==> src/rtl/sched_q_pkg.sv <==
package sched_q_pkg;

   localparam int unsigned DEF_DEPTH   = 14;
   localparam int unsigned DEF_TAG_W   = 9;
   localparam int unsigned DEF_NUM_BC  = 4;
   localparam int unsigned DEF_NUM_SRC = 2;
   localparam int unsigned DEF_PAY_W   = 16;

   // count of set bits, used for occupancy checks
   function automatic int unsigned pop_count(input logic [63:0] v, input int unsigned n);
      int unsigned c;
      c = 0;
      for (int unsigned i = 0; i < n; i++) begin
         c += int'(v[i]);
      end
      return c;
   endfunction

endpackage

==> src/rtl/sched_wakeup.sv <==
module sched_wakeup #(
   parameter int unsigned TAG_W   = sched_q_pkg::DEF_TAG_W,
   parameter int unsigned NUM_BC  = sched_q_pkg::DEF_NUM_BC,
   parameter int unsigned NUM_SRC = sched_q_pkg::DEF_NUM_SRC
) (
   input  logic [NUM_SRC*TAG_W-1:0] src_tags,
   input  logic [NUM_BC-1:0]        bc_valid,
   input  logic [NUM_BC*TAG_W-1:0]  bc_tags,
   output logic [NUM_SRC-1:0]       hit
);

   logic [NUM_BC-1:0] eq [NUM_SRC];

   for (genvar s = 0; s < NUM_SRC; s++) begin : g_src
      for (genvar b = 0; b < NUM_BC; b++) begin : g_bus
         assign eq[s][b] = bc_valid[b] &&
                           (bc_tags[b*TAG_W +: TAG_W] == src_tags[s*TAG_W +: TAG_W]);
      end
      assign hit[s] = |eq[s];
   end

endmodule

==> src/rtl/sched_slot_alloc.sv <==
module sched_slot_alloc #(
   parameter int unsigned DEPTH = sched_q_pkg::DEF_DEPTH
) (
   input  logic [DEPTH-1:0] vld,
   output logic [DEPTH-1:0] free_oh,
   output logic             has_free
);

   always_comb begin
      logic found;
      found   = 1'b0;
      free_oh = '0;
      for (int unsigned i = 0; i < DEPTH; i++) begin
         if (!vld[i] && !found) begin
            free_oh[i] = 1'b1;
            found      = 1'b1;
         end
      end
   end

   assign has_free = ~&vld;

endmodule

==> src/rtl/sched_age_pick.sv <==
module sched_age_pick #(
   parameter int unsigned DEPTH = sched_q_pkg::DEF_DEPTH
) (
   input  logic             clk,
   input  logic             rst_n,
   input  logic [DEPTH-1:0] vld,
   input  logic [DEPTH-1:0] ins_oh,
   input  logic [DEPTH-1:0] req,
   output logic [DEPTH-1:0] grant,
   output logic             any_grant
);

   // older_q[i][j] set: slot i was inserted before slot j
   logic [DEPTH-1:0] older_q [DEPTH];

   always_ff @(posedge clk) begin
      if (!rst_n) begin
         for (int unsigned i = 0; i < DEPTH; i++) begin
            older_q[i] <= '0;
         end
      end else begin
         for (int unsigned i = 0; i < DEPTH; i++) begin
            for (int unsigned j = 0; j < DEPTH; j++) begin
               if (ins_oh[i]) begin
                  older_q[i][j] <= 1'b0;
               end else if (ins_oh[j]) begin
                  older_q[i][j] <= vld[i];
               end
            end
         end
      end
   end

   always_comb begin
      for (int unsigned i = 0; i < DEPTH; i++) begin
         logic [DEPTH-1:0] col;
         for (int unsigned j = 0; j < DEPTH; j++) begin
            col[j] = older_q[j][i];
         end
         grant[i] = req[i] && !(|(req & col));
      end
   end

   assign any_grant = |grant;

   a_r1_single_grant: assert property (@(posedge clk) disable iff (!rst_n)
      $onehot0(grant));

   a_r1_grant_needs_req: assert property (@(posedge clk) disable iff (!rst_n)
      any_grant |-> |req);

endmodule

==> src/rtl/sched_queue.sv <==
module sched_queue #(
   parameter int unsigned DEPTH   = sched_q_pkg::DEF_DEPTH,
   parameter int unsigned TAG_W   = sched_q_pkg::DEF_TAG_W,
   parameter int unsigned NUM_BC  = sched_q_pkg::DEF_NUM_BC,
   parameter int unsigned NUM_SRC = sched_q_pkg::DEF_NUM_SRC,
   parameter int unsigned PAY_W   = sched_q_pkg::DEF_PAY_W
) (
   input  logic                     clk,
   input  logic                     rst_n,
   input  logic                     flush_i,
   input  logic                     ins_valid_i,
   output logic                     ins_ready_o,
   input  logic [PAY_W-1:0]         ins_payload_i,
   input  logic [TAG_W-1:0]         ins_dst_i,
   input  logic [NUM_SRC*TAG_W-1:0] ins_src_i,
   input  logic [NUM_SRC-1:0]       ins_src_rdy_i,
   input  logic [NUM_BC-1:0]        bc_valid_i,
   input  logic [NUM_BC*TAG_W-1:0]  bc_tag_i,
   output logic                     iss_valid_o,
   output logic [PAY_W-1:0]         iss_payload_o,
   output logic [TAG_W-1:0]         iss_dst_o,
   output logic                     release_o
);

   localparam int unsigned SRC_BITS = NUM_SRC * TAG_W;

   if (DEPTH < 2 || DEPTH > 64) begin : g_bad_depth
      $error("sched_queue: DEPTH must lie in 2..64");
   end
   if (NUM_SRC < 1 || NUM_BC < 1 || TAG_W < 1 || PAY_W < 1) begin : g_bad_width
      $error("sched_queue: widths and counts must be nonzero");
   end

   logic [DEPTH-1:0]    vld_q;
   logic [PAY_W-1:0]    pay_q [DEPTH];
   logic [TAG_W-1:0]    dst_q [DEPTH];
   logic [SRC_BITS-1:0] src_q [DEPTH];
   logic [NUM_SRC-1:0]  rdy_q [DEPTH];
   logic [NUM_SRC-1:0]  hit_w [DEPTH];

   logic [NUM_SRC-1:0]  ins_hit;
   logic [DEPTH-1:0]    free_oh, ins_oh, req, grant;
   logic                has_free, any_grant, ins_fire;

   // per-entry tag comparators
   for (genvar e = 0; e < DEPTH; e++) begin : g_entry
      sched_wakeup #(.TAG_W(TAG_W), .NUM_BC(NUM_BC), .NUM_SRC(NUM_SRC)) u_wake (
         .src_tags (src_q[e]),
         .bc_valid (bc_valid_i),
         .bc_tags  (bc_tag_i),
         .hit      (hit_w[e])
      );
      assign req[e] = vld_q[e] && (&rdy_q[e]);
   end

   // comparator on the insert path for same-cycle capture
   sched_wakeup #(.TAG_W(TAG_W), .NUM_BC(NUM_BC), .NUM_SRC(NUM_SRC)) u_ins_wake (
      .src_tags (ins_src_i),
      .bc_valid (bc_valid_i),
      .bc_tags  (bc_tag_i),
      .hit      (ins_hit)
   );

   sched_slot_alloc #(.DEPTH(DEPTH)) u_alloc (
      .vld      (vld_q),
      .free_oh  (free_oh),
      .has_free (has_free)
   );

   assign ins_ready_o = has_free;
   assign ins_fire    = ins_valid_i && has_free && !flush_i;
   assign ins_oh      = ins_fire ? free_oh : '0;

   sched_age_pick #(.DEPTH(DEPTH)) u_pick (
      .clk       (clk),
      .rst_n     (rst_n),
      .vld       (vld_q),
      .ins_oh    (ins_oh),
      .req       (req),
      .grant     (grant),
      .any_grant (any_grant)
   );

   // entry storage
   always_ff @(posedge clk) begin
      if (!rst_n) begin
         vld_q <= '0;
         for (int unsigned e = 0; e < DEPTH; e++) begin
            pay_q[e] <= '0;
            dst_q[e] <= '0;
            src_q[e] <= '0;
            rdy_q[e] <= '0;
         end
      end else if (flush_i) begin
         vld_q <= '0;
      end else begin
         for (int unsigned e = 0; e < DEPTH; e++) begin
            if (ins_oh[e]) begin
               vld_q[e] <= 1'b1;
               pay_q[e] <= ins_payload_i;
               dst_q[e] <= ins_dst_i;
               src_q[e] <= ins_src_i;
               rdy_q[e] <= ins_src_rdy_i | ins_hit;
            end else begin
               if (grant[e]) begin
                  vld_q[e] <= 1'b0;
               end
               if (vld_q[e]) begin
                  rdy_q[e] <= rdy_q[e] | hit_w[e];
               end
            end
         end
      end
   end

   // issue selection mux
   logic [PAY_W-1:0] sel_pay;
   logic [TAG_W-1:0] sel_dst;
   always_comb begin
      sel_pay = '0;
      sel_dst = '0;
      for (int unsigned e = 0; e < DEPTH; e++) begin
         if (grant[e]) begin
            sel_pay = sel_pay | pay_q[e];
            sel_dst = sel_dst | dst_q[e];
         end
      end
   end

   // registered issue stage
   always_ff @(posedge clk) begin
      if (!rst_n) begin
         iss_valid_o   <= 1'b0;
         iss_payload_o <= '0;
         iss_dst_o     <= '0;
      end else begin
         iss_valid_o <= any_grant && !flush_i;
         if (any_grant) begin
            iss_payload_o <= sel_pay;
            iss_dst_o     <= sel_dst;
         end
      end
   end

   // release pulse toward dispatch
   always_ff @(posedge clk) begin
      if (!rst_n) begin
         release_o <= 1'b0;
      end else begin
         release_o <= |(grant & vld_q) && !flush_i;
      end
   end

   a_r6_full_stalls: assert property (@(posedge clk) disable iff (!rst_n)
      !ins_ready_o |-> (&vld_q));

   a_r7_flush_empties: assert property (@(posedge clk) disable iff (!rst_n)
      flush_i |=> (vld_q == '0) && !iss_valid_o);

   a_r8_release_with_issue: assert property (@(posedge clk) disable iff (!rst_n)
      release_o == iss_valid_o);

   for (genvar e = 0; e < DEPTH; e++) begin : g_chk
      a_r2_slot_freed: assert property (@(posedge clk) disable iff (!rst_n)
         grant[e] |=> !vld_q[e]);
      for (genvar s = 0; s < NUM_SRC; s++) begin : g_chk_src
         a_r3_wake_sticks: assert property (@(posedge clk) disable iff (!rst_n)
            (vld_q[e] && hit_w[e][s] && !flush_i && !grant[e]) |=> rdy_q[e][s]);
      end
   end

endmodule

==> config.mk <==
export PLATFORM = sky130hd
export DESIGN_NAME = sched_queue
export DESIGN_NICKNAME = d
export VERILOG_FILES = /design/src/rtl/sched_q_pkg.sv /design/src/rtl/sched_wakeup.sv /design/src/rtl/sched_slot_alloc.sv /design/src/rtl/sched_age_pick.sv /design/src/rtl/sched_queue.sv
export SDC_FILE = /design/constraint.sdc
export NUM_CORES = 2
export LEC_CHECK = 0
export BUFFER_PORTS_ARGS = -buffer_cell sky130_fd_sc_hd__buf_2
export CORE_MARGIN = 1.5
export CORE_UTILIZATION = 55
export DETAILED_ROUTE_END_ITERATION = 8
export GPL_TIMING_DRIVEN = 0
export PLACE_DENSITY_LB_ADDON = 0.2
export SLEW_MARGIN = 20
export SYNTH_ARGS = -nofsm -noshare
export SYNTH_HDL_FRONTEND = slang
export SYNTH_SLANG_ARGS = --single-unit
export TNS_END_PERCENT = 100
==> constraint.sdc <==
create_clock -name clk -period 8.15 [get_ports clk]
set_input_delay 1.2225 -clock clk [delete_from_list [all_inputs] [get_ports clk]]
set_output_delay 1.2225 -clock clk [all_outputs]
set_load 0.02 [all_outputs]
# == Yosys cells after proc, flatten, opt, wreduce, memory -nomap -nowiden ==
# Memories as Yosys holds them, arrays and structs flattened.
# Index checks and enable logic that the tools add are counted.
# classes
n_eq_ne,120
muxes,1232
bitwise,505
n_reduce_logical,282
# ops
operator,n
two-way mux 1 bit,1133
== test 9 bit,120
two-way mux 16 bit,28
bitwise OR 1 bit,448
two-way mux 18 bit,14
two-way mux 9 bit,28
OR reduction 14 bit,16
bitwise AND 14 bit,15
bitwise OR 16 bit,13
logical AND 1 bit,165
OR reduction 4 bit,30
bitwise OR 9 bit,13
two-way mux 2 bit,28
logical NOT 1 bit,41
bitwise OR 2 bit,15
AND reduction 2 bit,14
nonzero test 2 bit,14
two-way mux 14 bit,1
AND reduction 14 bit,1
OR reduction 2 bit,1
inverter 1 bit,1
# word_totals
register_bits,41
mem_bits_rw,826
out_inout_bits,28
word_cells,2162
memories,5
# mem_list
memory,depth,word_bits,rd,rd_clocked_by_memory_dff,write_ports,line,rtl
src_q,14,18,14,0,14,sched_queue.sv:37,logic [SRC_BITS-1:0] src_q [DEPTH];
pay_q,14,16,14,0,14,sched_queue.sv:35,logic [PAY_W-1:0] pay_q [DEPTH];
u_pick.older_q,14,14,14,0,14,sched_age_pick.sv:14,logic [DEPTH-1:0] older_q [DEPTH];
dst_q,14,9,14,0,14,sched_queue.sv:36,logic [TAG_W-1:0] dst_q [DEPTH];
rdy_q,14,2,14,0,14,sched_queue.sv:38,logic [NUM_SRC-1:0] rdy_q [DEPTH];

# == Longest topological paths before layout ==
# depth
word_depth,46
mapped_depth,11
mapped_depth_nobuf,8

# == By module ==
# Synthesis repeated with hierarchy kept, for this count alone.
# hier_totals
cells_unflattened,4098
hier_area_um2,46776.1
# modules_own_cells
module,instances,cells_per_inst,area_per_inst_um2
sched_queue,1,1785,25728.4
sched_wakeup,15,98,793.3
sched_age_pick,1,819,8994.9
sched_slot_alloc,1,24,153.9

# == Worst setup path after synthesis ==
# Ideal clock, no wire load.
# synth_path
kind,input to register
start,in flush_i
end,"mem dst_q[0][36] in the netlist's numbering, enable pin"
setup_time_ns,0.401
t_arrival_ns,3.678
setup_slack_ns,4.070
path_stages,7
cell_sequence,clkbuf_1 nand3b_1 or4b_2 clkbuf_1 clkbuf_1 buf_1 nand2_1
# synth_rtl
item,line,rtl
from (decl),sched_queue.sv:10,"input logic flush_i,"
to (decl),sched_queue.sv:36,

==> flow_metrics.tcl <==
set metrics [dict create \
    maxCapViolations 0 \
    post-dp-hpwl_um 147000 \
    ctsRootBufferMaster "clkbuf_16" \
    slew-limit-headroom_pct 7.87 \
    worstPathRequired_ps 8570 \
    synth_area_um2 47400 \
    drcViolationCount 0 \
    gp_congestion 1.07 \
    vias 40319 \
    die_w_um 297 \
    htree_levels 3 \
    cts.sinks 853 \
    hold_end "iss_payload_o[9]" \
    synth_flop_cell "edfxtp_1" \
    ir_worst_vdd_mv 0.197 \
    min_from "iss_payload_o[9]" \
    ys_seq_area_share_pct 53.2 \
    routed_via_density 6.97 \
    cts_hold_buf 0 \
    grt_max_degree 44 \
    worst_setup_path_start_kind "register" \
    cts_tree "done" \
    finalSetupViolations 0 \
    grt_pass1_wl_um 293000 \
    initial_core_util_pct 55.6 \
    drv_slew 0 \
    drive_above_1_share_pct 10.4 \
    r2r-start "vld_q[1]" \
    finalSetupTns_ps 0 \
    post_cts_buffers 0 \
    hp-class "reg2reg" \
    period_needed_ps 5340 \
    postSynthCellCount 4348 \
    numPlacedInstances 5608 \
    final_common_cell "xor2_1" \
    rsz0062_at_grt "false" \
    hold_depth 2 \
    cp_max_fo 34 \
    io_buffers 95 \
    die_h_um 297 \
    num-nets-final 4647 \
    syn2layout_area_growth_pct 11.8 \
    outcome "finished, final reports clean" \
    cp_data_arrival_time_ps 5760 \
    final_cell_mix "xor2_1 (896), edfxtp_1 (812), nor2_1 (529)" \
    p_per_area_nw_per_um2 202 \
    fillers 7071 \
    ant_nets 0 \
    postSynthAreaPerCell_um2 10.9 \
    core_um2 85300 \
    min_period_over_period_pct 65.5 \
    wl_per_cell_um 37.5 \
    power.total_mw 10.7 \
    register_area_um2 25200 \
    antenna_found_initial 8 \
    power.leakage_nw 20.5 \
    io-pin-count 117 \
    dieArea_um2 88000 \
    drt_iter0_drc 7355 \
    syn_nets 4437 \
    cts_resized 0 \
    synth_warnings 0 \
    synth-seq-cells 853 \
    worstMarginPinSlew_ps 1380 \
    reg2regPathDepth 11 \
    max_freq_mhz 187 \
    overflow 0 \
    r2r_end "dst_q[0][30]" \
    startpoint "vld_q[1]" \
    cts_buffer_depth 3 \
    track_usage_pct 48.9 \
    clock_skew_ps 52.8 \
    hold_viol 0 \
    critPathKind "reg2reg" \
    insertion_delay_ps 720 \
    cts_buffers 92 \
    synth_top_area_share_pct 51.4 \
    reg2reg_setup_slack_ps 2810 \
    rows 107 \
    worstSetupEndpointType "register" \
    grt_pass1_vias 37367 \
    yosysTopAreaCell "edfxtp_1" \
    synth_area_leaders "edfxtp_1 (51%), xor2_1 (17%), nor2_1 (4.2%)" \
    yosysUniqueCellTypes 53 \
    instances_no_fill 5782 \
    clk_pin_slew_ps 60 \
    multi_input_area_um2 20300 \
    synth-edff-count 812 \
    synthArstFlopShare_pct 0 \
    dr.pass1.iters 6 \
    wl_um 217000 \
]
==> routing by layer <==
metal  global-route usage [%]  up-vias  share of wire, %
met1                     63.7    19631                35
li1                         -    15978                 -
met3                     18.7      923                16
met2                     67.8     3777                41
met5                        0        -             0.037
met4                     31.5       10               7.8
==> per-stage QoR <==
step | setup WS, ps | utilization, % | area (um^2) | hold slack (ps)
floorplan | 4070 | - | 47400 | 580
global placement | 1280 | 57.8 | 49300 | 547
detailed placement | 3020 | 58.6 | 50000 | 554
CTS | 3190 | 62.1 | 53000 | 572
global route | 2910 | 62.2 | 53000 | 597
finish | 2810 | 62.2 | 53000 | 571
==> cell families (layout without fill, tap and decap cells) <==
| family | count (synthesis) | in the layout | share of synthesized area, % |
|---|---|---|---|
| buf+inv | 533 | 821 | 4.58 |
| flops | 853 | 853 | 53.2 |
| compound gates | 309 | 309 | 5.40 |
| simple gates | 1573 | 1573 | 16.9 |
| other cells | 0 | 2 | 0 |
| xor+xnor | 1080 | 1080 | 19.9 |
==> registers in the layout (all words and copies together), names as in the netlist <==
| signal | flops |
|---|---|
| src_q | 252 |
| release_o | 1 |
| rdy_q | 28 |
| iss_dst_o | 9 |
| pay_q | 224 |
| u_pick.older_q | 182 |
| iss_valid_o | 1 |
| dst_q | 126 |
| vld_q | 14 |
| iss_payload_o | 16 |
==> critical path: stages (launching register included) <==
cell and delay, ps:
dfxtp_1 620, buf_2 490, nand3_2 310, nor2_1 210
nand4_1 140, nand3b_1 280, or3_1 150, clkbuf_1 350
clkbuf_1 1000, buf_1 830, nand2_4 310, buf_16 320
==> layout make-up <==
class	count	area share, %
Inverter	103	0.753
Clock buffer	117	4.67
Tap cell	1144	2.70
Buffer	430	3.54
Clock inverter	55	0.982
Antenna cell	2	0.00944
Sequential cell	853	47.5
Timing Repair Buffer	116	1.61
Multi-Input combinational cell	2962	38.2
==> power breakdown <==
group,total (mW),switching (mW),internal [mW]
sequential,5.23,0.203,5.03
clock,4.25,1.89,2.36
combinational,1.25,0.891,0.362
total,10.7,2.99,7.75
==> worst max-delay path by stage <==
stage | slack, ps | endpoint
after floorplan | 4070 | dst_q[0][36]
after global placement | 1280 | dst_q[0][28]
after detailed placement | 3020 | pay_q[0][64]
after CTS | 3190 | src_q[0][83]
after global routing | 2910 | src_q[0][39]
final | 2810 | dst_q[0][30]
==> Yosys cell counts (6+ instances only) <==
| master | instances |
|---|---|
| and3_1 | 59 |
| nand2b_1 | 31 |
| xor2_1 | 896 |
| o2111ai_1 | 28 |
| clkbuf_1 | 240 |
| buf_1 | 79 |
| edfxtp_1 | 812 |
| inv_1 | 103 |
| dfxtp_1 | 41 |
| nor4_1 | 239 |
| nor3_1 | 23 |
| o211a_1 | 25 |
| a22oi_1 | 75 |
| buf_2 | 105 |
| o2bb2ai_1 | 10 |
| and2_1 | 16 |
| nand4_1 | 294 |
| a311oi_1 | 7 |
| a21oi_1 | 9 |
| xnor2_1 | 184 |
| o21ai_0 | 17 |
| nor4_2 | 9 |
| a41oi_1 | 20 |
| or4_1 | 26 |
| a221o_1 | 24 |
| nor2_1 | 529 |
| a22o_1 | 74 |
| nand3_1 | 103 |
| nand2_1 | 209 |
| or3_1 | 6 |
(Power assumes the default switching activity.)
